### src/rtl/rn_pkg.sv
package rn_pkg;
    typedef enum logic [0:0] {
        CK_NONE = 1'b0,
        CK_HELD = 1'b1
    } ck_state_e;
endpackage

### src/rtl/rn_ctrl.sv
module rn_ctrl
    import rn_pkg::*;
(
    input  logic clk,
    input  logic rst_n,
    input  logic br_fire,
    input  logic recover,
    input  logic confirm,
    output logic held,
    output logic restore,
    output logic clear
);
    ck_state_e state, state_nx;

    always_ff @(posedge clk) begin
        if (!rst_n) state <= CK_NONE;
        else        state <= state_nx;
    end

    always_comb begin
        state_nx = state;
        unique case (state)
            CK_NONE: if (br_fire)            state_nx = CK_HELD;
            CK_HELD: if (recover || confirm) state_nx = CK_NONE;
            default:                         state_nx = CK_NONE;
        endcase
    end

    always_comb begin
        held    = 1'b0;
        restore = 1'b0;
        clear   = 1'b0;
        unique case (state)
            CK_NONE: ;
            CK_HELD: begin
                held    = 1'b1;
                restore = recover;
                clear   = recover || confirm;
            end
            default: ;
        endcase
    end

    // a recovery while holding always returns to CK_NONE
    assert_restore_exit_R6: assert property (@(posedge clk) disable iff (!rst_n)
        (state == CK_HELD && recover) |=> (state == CK_NONE));
endmodule

### src/rtl/rn_freelist.sv
module rn_freelist #(
    parameter int NARCH = 8,
    parameter int NPHYS = 32
) (
    input  logic                     clk,
    input  logic                     rst_n,
    input  logic                     pop,
    input  logic                     push,
    input  logic [$clog2(NPHYS)-1:0] push_tag,
    input  logic                     ckpt,
    input  logic                     restore,
    output logic [$clog2(NPHYS)-1:0] head_tag,
    output logic                     empty
);
    localparam int PW    = $clog2(NPHYS);
    localparam int IW    = PW + 1;
    localparam int NFREE = NPHYS - NARCH;

    logic [PW-1:0] ring [NPHYS];
    logic [IW-1:0] head, tail, ck_head;

    always_ff @(posedge clk) begin
        if (!rst_n) begin
            for (int i = 0; i < NPHYS; i++)
                ring[i] <= (i < NFREE) ? PW'(i + NARCH) : '0;
            head    <= '0;
            tail    <= IW'(NFREE);
            ck_head <= '0;
        end else begin
            if (push) begin
                ring[tail[PW-1:0]] <= push_tag;
                tail               <= tail + IW'(1);
            end
            if (restore)  head <= ck_head;
            else if (pop) head <= head + IW'(1);
            if (ckpt) ck_head <= pop ? head + IW'(1) : head;
        end
    end

    assign head_tag = ring[head[PW-1:0]];
    assign empty    = (head == tail);

    // nothing is taken from an empty list
    assert_no_pop_empty_R11: assert property (@(posedge clk) disable iff (!rst_n)
        pop |-> !empty);
endmodule

### src/rtl/rn_refcnt.sv
module rn_refcnt #(
    parameter int NARCH = 8,
    parameter int NPHYS = 32,
    parameter int CW    = 4
) (
    input  logic                     clk,
    input  logic                     rst_n,
    input  logic                     alloc,
    input  logic [$clog2(NPHYS)-1:0] alloc_tag,
    input  logic                     inc,
    input  logic [$clog2(NPHYS)-1:0] inc_tag,
    input  logic                     spec,
    input  logic                     rel,
    input  logic [$clog2(NPHYS)-1:0] rel_tag,
    input  logic                     restore,
    input  logic                     clear,
    input  logic [$clog2(NPHYS)-1:0] q_tag,
    output logic                     q_sat,
    output logic                     free_push,
    output logic [$clog2(NPHYS)-1:0] free_tag
);
    localparam int PW = $clog2(NPHYS);

    logic [CW-1:0] cnt   [NPHYS];
    logic [CW-1:0] sinc  [NPHYS];
    logic          salloc[NPHYS];
    logic [CW-1:0] nxt   [NPHYS];
    logic          rel_ok;

    assign rel_ok = rel && (rel_tag != '0) && (cnt[rel_tag] != '0);

    always_comb begin
        for (int p = 0; p < NPHYS; p++) begin
            nxt[p] = cnt[p];
            if (restore) nxt[p] = salloc[p] ? '0 : cnt[p] - sinc[p];
            if (inc && inc_tag == PW'(p))    nxt[p] = nxt[p] + CW'(1);
            if (rel_ok && rel_tag == PW'(p)) nxt[p] = nxt[p] - CW'(1);
            if (alloc && alloc_tag == PW'(p)) nxt[p] = CW'(1);
        end
    end

    always_ff @(posedge clk) begin
        if (!rst_n) begin
            for (int p = 0; p < NPHYS; p++) begin
                cnt[p]    <= (p != 0 && p < NARCH) ? CW'(1) : '0;
                sinc[p]   <= '0;
                salloc[p] <= 1'b0;
            end
        end else begin
            for (int p = 0; p < NPHYS; p++) begin
                cnt[p] <= nxt[p];
                if (clear) begin
                    sinc[p]   <= '0;
                    salloc[p] <= 1'b0;
                end else begin
                    if (spec && inc && inc_tag == PW'(p))     sinc[p]   <= sinc[p] + CW'(1);
                    if (spec && alloc && alloc_tag == PW'(p)) salloc[p] <= 1'b1;
                end
            end
        end
    end

    assign q_sat     = &cnt[q_tag];
    assign free_push = rel_ok && (nxt[rel_tag] == '0);
    assign free_tag  = rel_tag;

    // a tag handed out by the free list carries no live mapping
    assert_alloc_unused_R3: assert property (@(posedge clk) disable iff (!rst_n)
        alloc |-> (cnt[alloc_tag] == '0));
endmodule

### src/rtl/rn_maptable.sv
module rn_maptable #(
    parameter int NARCH = 8,
    parameter int NPHYS = 32
) (
    input  logic                     clk,
    input  logic                     rst_n,
    input  logic                     wr,
    input  logic [$clog2(NARCH)-1:0] wr_arch,
    input  logic [$clog2(NPHYS)-1:0] wr_tag,
    input  logic                     ckpt,
    input  logic                     restore,
    input  logic [$clog2(NARCH)-1:0] ra,
    input  logic [$clog2(NARCH)-1:0] rb,
    input  logic [$clog2(NARCH)-1:0] rd,
    output logic [$clog2(NPHYS)-1:0] ta,
    output logic [$clog2(NPHYS)-1:0] tb,
    output logic [$clog2(NPHYS)-1:0] td
);
    localparam int AW = $clog2(NARCH);
    localparam int PW = $clog2(NPHYS);

    logic [PW-1:0] map [NARCH];
    logic [PW-1:0] ck  [NARCH];

    always_ff @(posedge clk) begin
        if (!rst_n) begin
            for (int i = 0; i < NARCH; i++) begin
                map[i] <= PW'(i);
                ck[i]  <= PW'(i);
            end
        end else begin
            for (int i = 0; i < NARCH; i++) begin
                if (restore)                        map[i] <= ck[i];
                else if (wr && wr_arch == AW'(i))   map[i] <= wr_tag;
                if (ckpt) ck[i] <= (wr && wr_arch == AW'(i)) ? wr_tag : map[i];
            end
        end
    end

    assign ta = (ra == '0) ? '0 : map[ra];
    assign tb = (rb == '0) ? '0 : map[rb];
    assign td = (rd == '0) ? '0 : map[rd];
endmodule

### src/rtl/rename_map.sv
module rename_map #(
    parameter int NARCH = 8,
    parameter int NPHYS = 32,
    parameter int CW    = 4
) (
    input  logic                     clk,
    input  logic                     rst_n,
    input  logic                     in_valid,
    input  logic [$clog2(NARCH)-1:0] in_src_a,
    input  logic [$clog2(NARCH)-1:0] in_src_b,
    input  logic [$clog2(NARCH)-1:0] in_dst,
    input  logic                     in_is_move,
    input  logic                     in_is_branch,
    input  logic                     br_recover,
    input  logic                     br_confirm,
    input  logic                     cm_valid,
    input  logic [$clog2(NPHYS)-1:0] cm_tag,
    output logic [$clog2(NPHYS)-1:0] out_psrc_a,
    output logic [$clog2(NPHYS)-1:0] out_psrc_b,
    output logic [$clog2(NPHYS)-1:0] out_pdst,
    output logic [$clog2(NPHYS)-1:0] out_pold,
    output logic                     out_fire,
    output logic                     stall
);
    localparam int PW = $clog2(NPHYS);

    logic          held, restore, clear, empty, q_sat;
    logic          need, hold_back, alloc, alias_mv, wr, br_fire;
    logic          free_push;
    logic [PW-1:0] ta, tb, td, head_tag, wr_tag, free_tag;

    assign need      = (in_dst != '0) && !(in_is_move && (in_src_a != '0) && !q_sat);
    assign hold_back = restore || (in_is_branch && held) || (need && empty);
    assign stall     = in_valid && hold_back;
    assign out_fire  = in_valid && !hold_back;
    assign alloc     = out_fire && need;
    assign alias_mv  = out_fire && (in_dst != '0) && !need;
    assign wr        = out_fire && (in_dst != '0);
    assign br_fire   = out_fire && in_is_branch;
    assign wr_tag    = need ? head_tag : ta;

    assign out_psrc_a = ta;
    assign out_psrc_b = tb;
    assign out_pold   = td;
    assign out_pdst   = (in_dst == '0) ? '0 : wr_tag;

    rn_ctrl u_ctrl (
        .clk(clk), .rst_n(rst_n), .br_fire(br_fire), .recover(br_recover),
        .confirm(br_confirm), .held(held), .restore(restore), .clear(clear)
    );

    rn_maptable #(.NARCH(NARCH), .NPHYS(NPHYS)) u_map (
        .clk(clk), .rst_n(rst_n), .wr(wr), .wr_arch(in_dst), .wr_tag(wr_tag),
        .ckpt(br_fire), .restore(restore), .ra(in_src_a), .rb(in_src_b),
        .rd(in_dst), .ta(ta), .tb(tb), .td(td)
    );

    rn_freelist #(.NARCH(NARCH), .NPHYS(NPHYS)) u_free (
        .clk(clk), .rst_n(rst_n), .pop(alloc), .push(free_push),
        .push_tag(free_tag), .ckpt(br_fire), .restore(restore),
        .head_tag(head_tag), .empty(empty)
    );

    rn_refcnt #(.NARCH(NARCH), .NPHYS(NPHYS), .CW(CW)) u_cnt (
        .clk(clk), .rst_n(rst_n), .alloc(alloc), .alloc_tag(head_tag),
        .inc(alias_mv), .inc_tag(ta), .spec(held), .rel(cm_valid),
        .rel_tag(cm_tag), .restore(restore), .clear(clear), .q_tag(ta),
        .q_sat(q_sat), .free_push(free_push), .free_tag(free_tag)
    );

    // back-to-back allocations never repeat a tag
    assert_fresh_tag_R3: assert property (@(posedge clk) disable iff (!rst_n)
        alloc |=> (!alloc || out_pdst != $past(out_pdst)));
    // register 0 always reads tag 0
    assert_zero_src_R4: assert property (@(posedge clk) disable iff (!rst_n)
        (in_valid && in_src_a == '0) |-> (out_psrc_a == '0));
    // an eliminated move aliases its source tag
    assert_move_alias_R5: assert property (@(posedge clk) disable iff (!rst_n)
        (out_fire && in_is_move && in_src_a != '0 && in_dst != '0 && !q_sat)
            |-> (out_pdst == out_psrc_a));
    // a second branch cannot pass while a checkpoint is held
    assert_one_ckpt_R8: assert property (@(posedge clk) disable iff (!rst_n)
        (in_valid && in_is_branch && held) |-> stall);
endmodule

### config.mk
export PLATFORM = sky130hd
export DESIGN_NAME = rename_map
export DESIGN_NICKNAME = d
export VERILOG_FILES = /design/src/rtl/rn_pkg.sv /design/src/rtl/rn_ctrl.sv /design/src/rtl/rn_freelist.sv /design/src/rtl/rn_refcnt.sv /design/src/rtl/rn_maptable.sv /design/src/rtl/rename_map.sv
export SDC_FILE = /design/constraint.sdc
export NUM_CORES = 2
export LEC_CHECK = 0
export BUFFER_PORTS_ARGS = -buffer_cell sky130_fd_sc_hd__buf_2
export CAP_MARGIN = 20
export CORE_MARGIN = 2
export CORE_UTILIZATION = 31
export CTS_BUF_LIST = sky130_fd_sc_hd__clkbuf_4 sky130_fd_sc_hd__clkbuf_8
export CTS_CLUSTER_DIAMETER = 120
export DETAILED_ROUTE_END_ITERATION = 8
export GPL_TIMING_DRIVEN = 0
export HOLD_SLACK_MARGIN = 0.08
export PLACE_DENSITY = 0.51
export REMOVE_ABC_BUFFERS = 1
export SYNTH_ARGS = -nofsm -noshare
export SYNTH_HDL_FRONTEND = slang
export SYNTH_SLANG_ARGS = --single-unit
export TNS_END_PERCENT = 30
### constraint.sdc
create_clock -name clk -period 9.2 [get_ports clk]
set_clock_uncertainty 0.15 [all_clocks]
set_input_delay 1.38 -clock clk [delete_from_list [all_inputs] [get_ports clk]]
set_output_delay 1.38 -clock clk [all_outputs]
set_load 0.1 [all_outputs]
Word level (Yosys, flattened, before mapping)
Memory sizes are Yosys's and may differ from the RTL's. A register that Yosys moved wholly into a read port is not among the register bits.
Index checks and enable logic that the tools add are counted.
{"block": "word_totals", "ff_bits": 19, "ram_bits": 528, "inputBits": 22, "elab_cells": 1305, "n_memories": 6}
{"block": "classes", "addsub": 130, "magnitude_cmp": 1, "eq_ne": 101, "n_mux": 673, "n_bitwise": 186, "n_reduce_logical": 204}
{"memory": "u_free.ring", "depth": 32, "word_bits": 5, "read_ports": 1, "rd_clocked_by_memory_dff": 1, "wr": 32, "line": "rn_freelist.sv:19", "source": "logic [PW-1:0] ring [NPHYS];"}
{"memory": "u_cnt.cnt", "depth": 32, "word_bits": 4, "read_ports": 34, "rd_clocked_by_memory_dff": 0, "wr": 32, "line": "rn_refcnt.sv:24", "source": "logic [CW-1:0] cnt [NPHYS];"}
{"memory": "u_cnt.sinc", "depth": 32, "word_bits": 4, "read_ports": 32, "rd_clocked_by_memory_dff": 0, "wr": 32, "line": "rn_refcnt.sv:25", "source": "logic [CW-1:0] sinc [NPHYS];"}
{"memory": "u_map.ck", "depth": 8, "word_bits": 5, "read_ports": 8, "rd_clocked_by_memory_dff": 0, "wr": 8, "line": "rn_maptable.sv:23", "source": "logic [PW-1:0] ck [NARCH];"}
{"memory": "u_map.map", "depth": 8, "word_bits": 5, "read_ports": 11, "rd_clocked_by_memory_dff": 0, "wr": 8, "line": "rn_maptable.sv:22", "source": "logic [PW-1:0] map [NARCH];"}
{"memory": "u_cnt.salloc", "depth": 32, "word_bits": 1, "read_ports": 32, "rd_clocked_by_memory_dff": 0, "wr": 32, "line": "rn_refcnt.sv:26", "source": "logic salloc[NPHYS];"}
{"cell": "$mux 4", "n": 258}
{"cell": "$mux 1", "n": 371}
{"cell": "$add 4x1->4 const B", "n": 64}
{"cell": "$eq 5x5->1 const B", "n": 48}
{"cell": "$mux 5", "n": 40}
{"cell": "$logic_and 1x1->1", "n": 184}
{"cell": "$or 1x1->1", "n": 184}
{"cell": "$sub 4x1->4 const B", "n": 32}
{"cell": "$sub 4x4->4", "n": 32}
{"cell": "$eq 5x4->1 const B", "n": 24}
{"cell": "$eq 5x3->1 const B", "n": 12}
{"cell": "$eq 5x2->1 const B", "n": 6}
{"cell": "$bmux 4 s5", "n": 1}
{"cell": "$eq 5x1->1 const B", "n": 3}
{"cell": "$logic_not 5->1", "n": 3}
{"cell": "$add 6x1->6 const B", "n": 2}
{"cell": "$eq 3x3->1 const B", "n": 4}
{"cell": "$mux 6", "n": 2}
{"cell": "$logic_not 3->1", "n": 3}
{"cell": "$eq 3x2->1 const B", "n": 2}
{"cell": "$eq 6x6->1", "n": 1}
{"cell": "$ge 6x6->1 const B", "n": 1}
{"cell": "$not 5->6", "n": 1}
{"cell": "$reduce_bool 3->1", "n": 2}
{"cell": "other kinds (10)", "n": 15}

Depth between registers and ports, before layout
An unclocked memory read counts as a cell.
{"block": "logic_depth", "word_depth": 29, "mapped_depth": 30, "depth_no_buf": 22}

Hierarchy
Synthesis repeated with hierarchy kept, for this count alone.
{"block": "unflattened", "hier_cells": 3933, "hier_area_um2": 37098.1}
{"mod": "rn_refcnt", "n_inst": 1, "cells_per_inst": 2828, "area_per_inst_um2": 24073.1, "seq_area_each_um2": 7357.1}
{"mod": "rn_freelist", "n_inst": 1, "cells_per_inst": 649, "area_per_inst_um2": 8396.8, "seq_area_each_um2": 5165.0}
{"mod": "rn_maptable", "n_inst": 1, "cells_per_inst": 414, "area_per_inst_um2": 4302.9, "seq_area_each_um2": 2102.0}
{"mod": "rename_map", "n_inst": 1, "cells_per_inst": 36, "area_per_inst_um2": 266.5, "seq_area_each_um2": 0.0}
{"mod": "rn_ctrl", "n_inst": 1, "cells_per_inst": 6, "area_per_inst_um2": 58.8, "seq_area_each_um2": 20.0}

Worst setup path before layout
OpenSTA, ideal clock, no wires.
{"block": "synth_timing", "kind": "input -> register", "from": "in in_src_a[1]", "to": "mem u_map.ck[0][0] (netlist name), enable pin", "setup_time_ps": 404, "arrival_time_ps": 7581, "required_ps": 8646, "path_slack_ps": 1065, "path_stages": 18, "cell_sequence": "buf_4 mux2i_1 mux4_2 buf_2 inv_2 o21ai_1 o41ai_1 a21oi_1 o211ai_1 nor3_1 buf_2 nor2_1 o31ai_1 nor2_1 and2_1 clkbuf_1 clkbuf_1 nand2b_1"}
{"item": "start: declaration", "line": "rename_map.sv:9", "source": "input logic [$clog2(NARCH)-1:0] in_src_a,"}
{"item": "end: declaration", "line": "rn_maptable.sv:23"}

Final worst setup path
{"block": "layout_timing", "from": "in in_src_a[1]", "to": "out out_pdst[1]"}
{"block": "layout_via", "elab_chain_len": 10}
{"item": "$mem_v2 8x5 / $logic_not 3->1 (equally long branches)"}
{"item": "$mux 5", "line": "rn_maptable.sv:40", "source": "assign ta = (ra == '0) ? '0 : map[ra];"}
{"item": "$mem_v2 32x4"}
{"item": "$reduce_and 4->1", "line": "rn_refcnt.sv:63", "source": "assign q_sat = &cnt[q_tag];"}
{"item": "$logic_not 1->1", "line": "rename_map.sv:32", "source": "assign need = (in_dst != '0) && !(in_is_move && (in_src_a != '0) && !q_sat);"}
{"item": "$logic_and 1x1->1", "line": "rename_map.sv:32"}
{"item": "$logic_not 1->1", "line": "rename_map.sv:32"}
{"item": "$logic_and 1x1->1", "line": "rename_map.sv:32"}
{"item": "$mux 5 *", "line": "rename_map.sv:40", "source": "assign wr_tag = need ? head_tag : ta;"}
{"item": "$mux 5 *", "line": "rename_map.sv:45", "source": "assign out_pdst = (in_dst == '0) ? '0 : wr_tag;"}
{"item": "end: declaration", "line": "rename_map.sv:20", "source": "output logic [$clog2(NPHYS)-1:0] out_pdst,"}
Every way passes the cells marked *; elsewhere a longest branch is shown, timed or not.

==> impl_metrics.yaml <==
run_status:
  status: "finished, violations left"
  violations: "negative setup slack"
setup_path:
  startpoint_type: "input port"
  cp-end-kind: "primary output"
  rr_startpoint: "u_map.map[7][0]$_SDFFCE_PN1P_"
  crit_chain: "buf_4 > mux2i_1 > mux4_4 > inv_4 > buf_12 > o21ai_2 > nor2_4 > a221oi_1 > o211ai_1 > nor3_2 > buf_6 > buf_6 > nor2_2 > nor2_4 > nor2_1 > a21oi_2 > inv_1 > nor2_1 > buf_2"
  ff2ff_path_depth: 20
  crit_path_top_delay_cell: "mux4_4"
  slowest_delay_ns: 0.76
  r2r_slack_ns: 0.43
  crit_fanout: 32
  reg2reg_to: "u_free.ring[10][3]$_SDFFCE_PN0P_"
  worstPathArrival_ns: 7.71
  path_class: "input port to primary output"
  crit_required_ns: 7.67
routing:
  wl_per_cell_um: 22.9
  drc: 0
  drtAntennaViolNets: 0
  drt_iter0_drc: 3328
  drt-pass1-iter-count: 9
  vias_per_cell: 5.64
  vias: 34230
  wl_mm: 139
place:
  globalplace.congestion: 0.947
  post-place-cells: 5851
  hpwl_mm: 99.2
  io_buffers: 43
  placed_area_um2: 41700
die:
  fp.dieH_um: 360
  die_x_um: 360
  start_util_pct: 31.2
  die-area_um2: 130000
  num_rows: 130
  coreArea_um2: 126000
  io_pins: 44
synth:
  yosysUniqueCellTypes: 97
  post_synth.cell_area_avg_um2: 9.08
  ys_seq_area_share_pct: 38.0
  synth_area_um2: 39300
  ys_warn_count: 0
  async_flop_share_pct: 0
  ys.flop_type: "edfxtp_1"
  synth_edf_count: 399
  synth.ff_latch_count: 547
  synth_cells: 4326
timing:
  hold_violations: 0
  rsz0062_at_grt: "true"
  worst_pin_slew_ns: 1.17
  hold_slack_ns: 0.338
  clock.fmax_mhz: 108
  fin_setup_tns_ns: -0.307
  setup_viol: 16
  finalMaxSlewViolations: 0
  finalCriticalPeriod_ns: 9.24
  worst_slack_ns: -0.0444
  period_share_pct: 100
  relSlewSlack_pct: 21.8
final_layout:
  finalNonFillerCells: 6064
  mostFrequentLayoutCells: "462 x nor2_1, 444 x nand2_1, 399 x edfxtp_1"
  final_common_cell: "nor2_1"
  postLayoutCellArea_um2: 44300
  fin_nets: 4570
  syn2layout_area_growth_pct: 12.7
  drive_gt1_share_pct: 11.1
  fillers: 12850
pwr:
  ir_drop_mv: 0.120
  finalPower_mw: 7.00
  power_frac_clock_pct: 37.2
  comb_power_share_pct: 21.8
  p_per_area_nw_per_um2: 158
  power_switching_share_pct: 33.5
  power.internal_mw: 4.65
  seq_power_share_pct: 40.9
  p_leak_nw: 15.9
  power_switching_mw: 2.35
min_path:
  hold_start: "u_free.tail[5]$_SDFFE_PN0P_"
  holdPathStages: 2
  min_to: "u_free.tail[5]$_SDFFE_PN0P_"
  worstHoldPathType: "register to register"
clock_tree:
  cts_root_buffer: "clkbuf_8"
  clk_latency_ns: 0.82
  cts.htree.levels: 3
  clk_pin_slew_ns: 0.05
  cts_hold_buf: 0
  cts_sinks: 547
  cts_buffers: 106
  clk_path_buf_depth: 3
  cts_tree: "done"
job:
  cap_violations: 0
grt:
  grt_max_degree: 93
  grt_use_total_pct: 20.7
  grt_pass1_vias: 32622
  grt_pass1_wl_mm: 207
  overflow: 0
  antenna_found_initial: 3
==> kinds of logic (layout without fill, tap and decap cells) <==
family | count (synthesis) | in the layout | share of synthesized area (%)
adders and majority gates | 228 | 228 | 7.87
DFF | 547 | 547 | 38.0
other | 0 | 1 | 0
buffers and inverters | 470 | 556 | 4.72
xor gates and xnor gates | 293 | 293 | 6.71
and+or+nand+nor | 1721 | 1721 | 20.9
muxes | 181 | 182 | 6.91
AOI/OAI and AO/OA | 886 | 886 | 14.8
==> timing repair <==
item	4_1_cts	5_1_grt
cloned	0	1
gates resized for setup	40	38
endpoints found under the setup margin	333	223
setup buffers	2	2
pin swaps	2	1
endpoints found under the hold margin	0	0
==> cell type report <==
class | count | area (um^2) | area share (%)
antenna | 1 | 2.50 | 0.00565
clock buffer | 150 | 1860 | 4.19
clock inverter | 51 | 369 | 0.833
inverter | 248 | 941 | 2.12
multi-input combinational | 3310 | 22900 | 51.6
sequential | 547 | 14900 | 33.7
tap | 1650 | 2060 | 4.66
timing repair buffer | 107 | 1260 | 2.84
==> worst max-delay path by stage <==
stage,from,endpoint,cells past startpoint
after CTS,in_src_a[1],u_free.ring[4][2]$_SDFFCE_PN1P_,20
after detailed placement,in_src_a[1],u_free.ring[1][4]$_SDFFCE_PN0P_,19
final,in_src_a[1],out_pdst[1],19
after global placement,br_recover,u_free.ring[1][2]$_SDFFCE_PN0P_,16
after global routing,in_src_a[1],out_pdst[0],19
after floorplan,br_recover,u_free.ring[0][0]$_SDFFCE_PN0P_,17
==> power groups by stage <==
stage | combinational, mW | clock [mW] | sequential [mW]
after global placement | 1.39 | 0 | 2.94
after detailed placement | 1.47 | 0 | 2.92
after floorplan | 0.939 | 0 | 2.89
after CTS | 1.49 | 2.67 | 2.86
after global routing | 1.63 | 2.75 | 2.88
final | 1.53 | 2.61 | 2.87
==> flip-flops by register name (all words and copies together), names as in the netlist <==
signal	cells
u_map.map	40
u_free.ring	160
u_free.ck_head	6
u_cnt.salloc	32
u_free.tail	6
u_ctrl.state	1
u_cnt.sinc	128
u_cnt.cnt	128
u_free.head	6
u_map.ck	40
==> worst max-delay path: cells and delay by family <==
kind / cells / cell delay (ns)
AOI/OAI and AO/OA: 4 / 1.65
buffers and inverters: 7 / 1.77
muxes: 2 / 1.35
and+or+nand+nor: 6 / 1.48
==> Yosys cell counts (13+ instances only) <==
library cell	n	area, um^2
xor2_1	90	788
o31ai_1	40	300
o31a_1	16	140
fa_1	32	641
dfxtp_1	148	2960
nor2b_1	45	282
buf_1	24	90.1
o21a_1	25	188
or4_1	25	188
and2_1	27	169
o21ai_0	220	1100
nor3_1	192	961
and3_1	96	601
inv_1	241	905
nand2_1	446	1670
edfxtp_1	399	12000
a31oi_1	30	188
a22oi_1	23	173
a221oi_1	13	114
mux2i_1	83	831
a21o_1	39	293
nand4_1	18	113
nor3b_1	31	233
nor4_1	33	206
or3_1	97	607
nand2b_1	41	257
clkbuf_1	158	593
a211oi_1	38	285
or2_2	16	100
nand3_1	150	751
ha_1	196	2450
mux2_2	28	315
a21oi_1	223	1120
o211ai_1	29	218
xnor2_1	198	1730
mux4_2	69	1550
buf_2	29	145
a21boi_0	28	210
nor2_1	468	1760
==> metrics by stage <==
step	setup WS [ns]	util (%)
floorplan	-1.83	-
global placement	-8.25	32.3
detailed placement	-2.85	33.2
CTS	0.0157	35.0
global route	-0.128	35.2
finish	-0.0444	35.2
==> layer usage <==
metal	vias up	share of wire [%]	track usage [%]
li1	15817	-	-
met1	16637	44	28.3
met2	1417	44	32.3
met3	357	7.5	3.25
met4	2	4.9	9.27
met5	-	0.0093	0
Note: power is estimated with default switching activity, not from simulation.
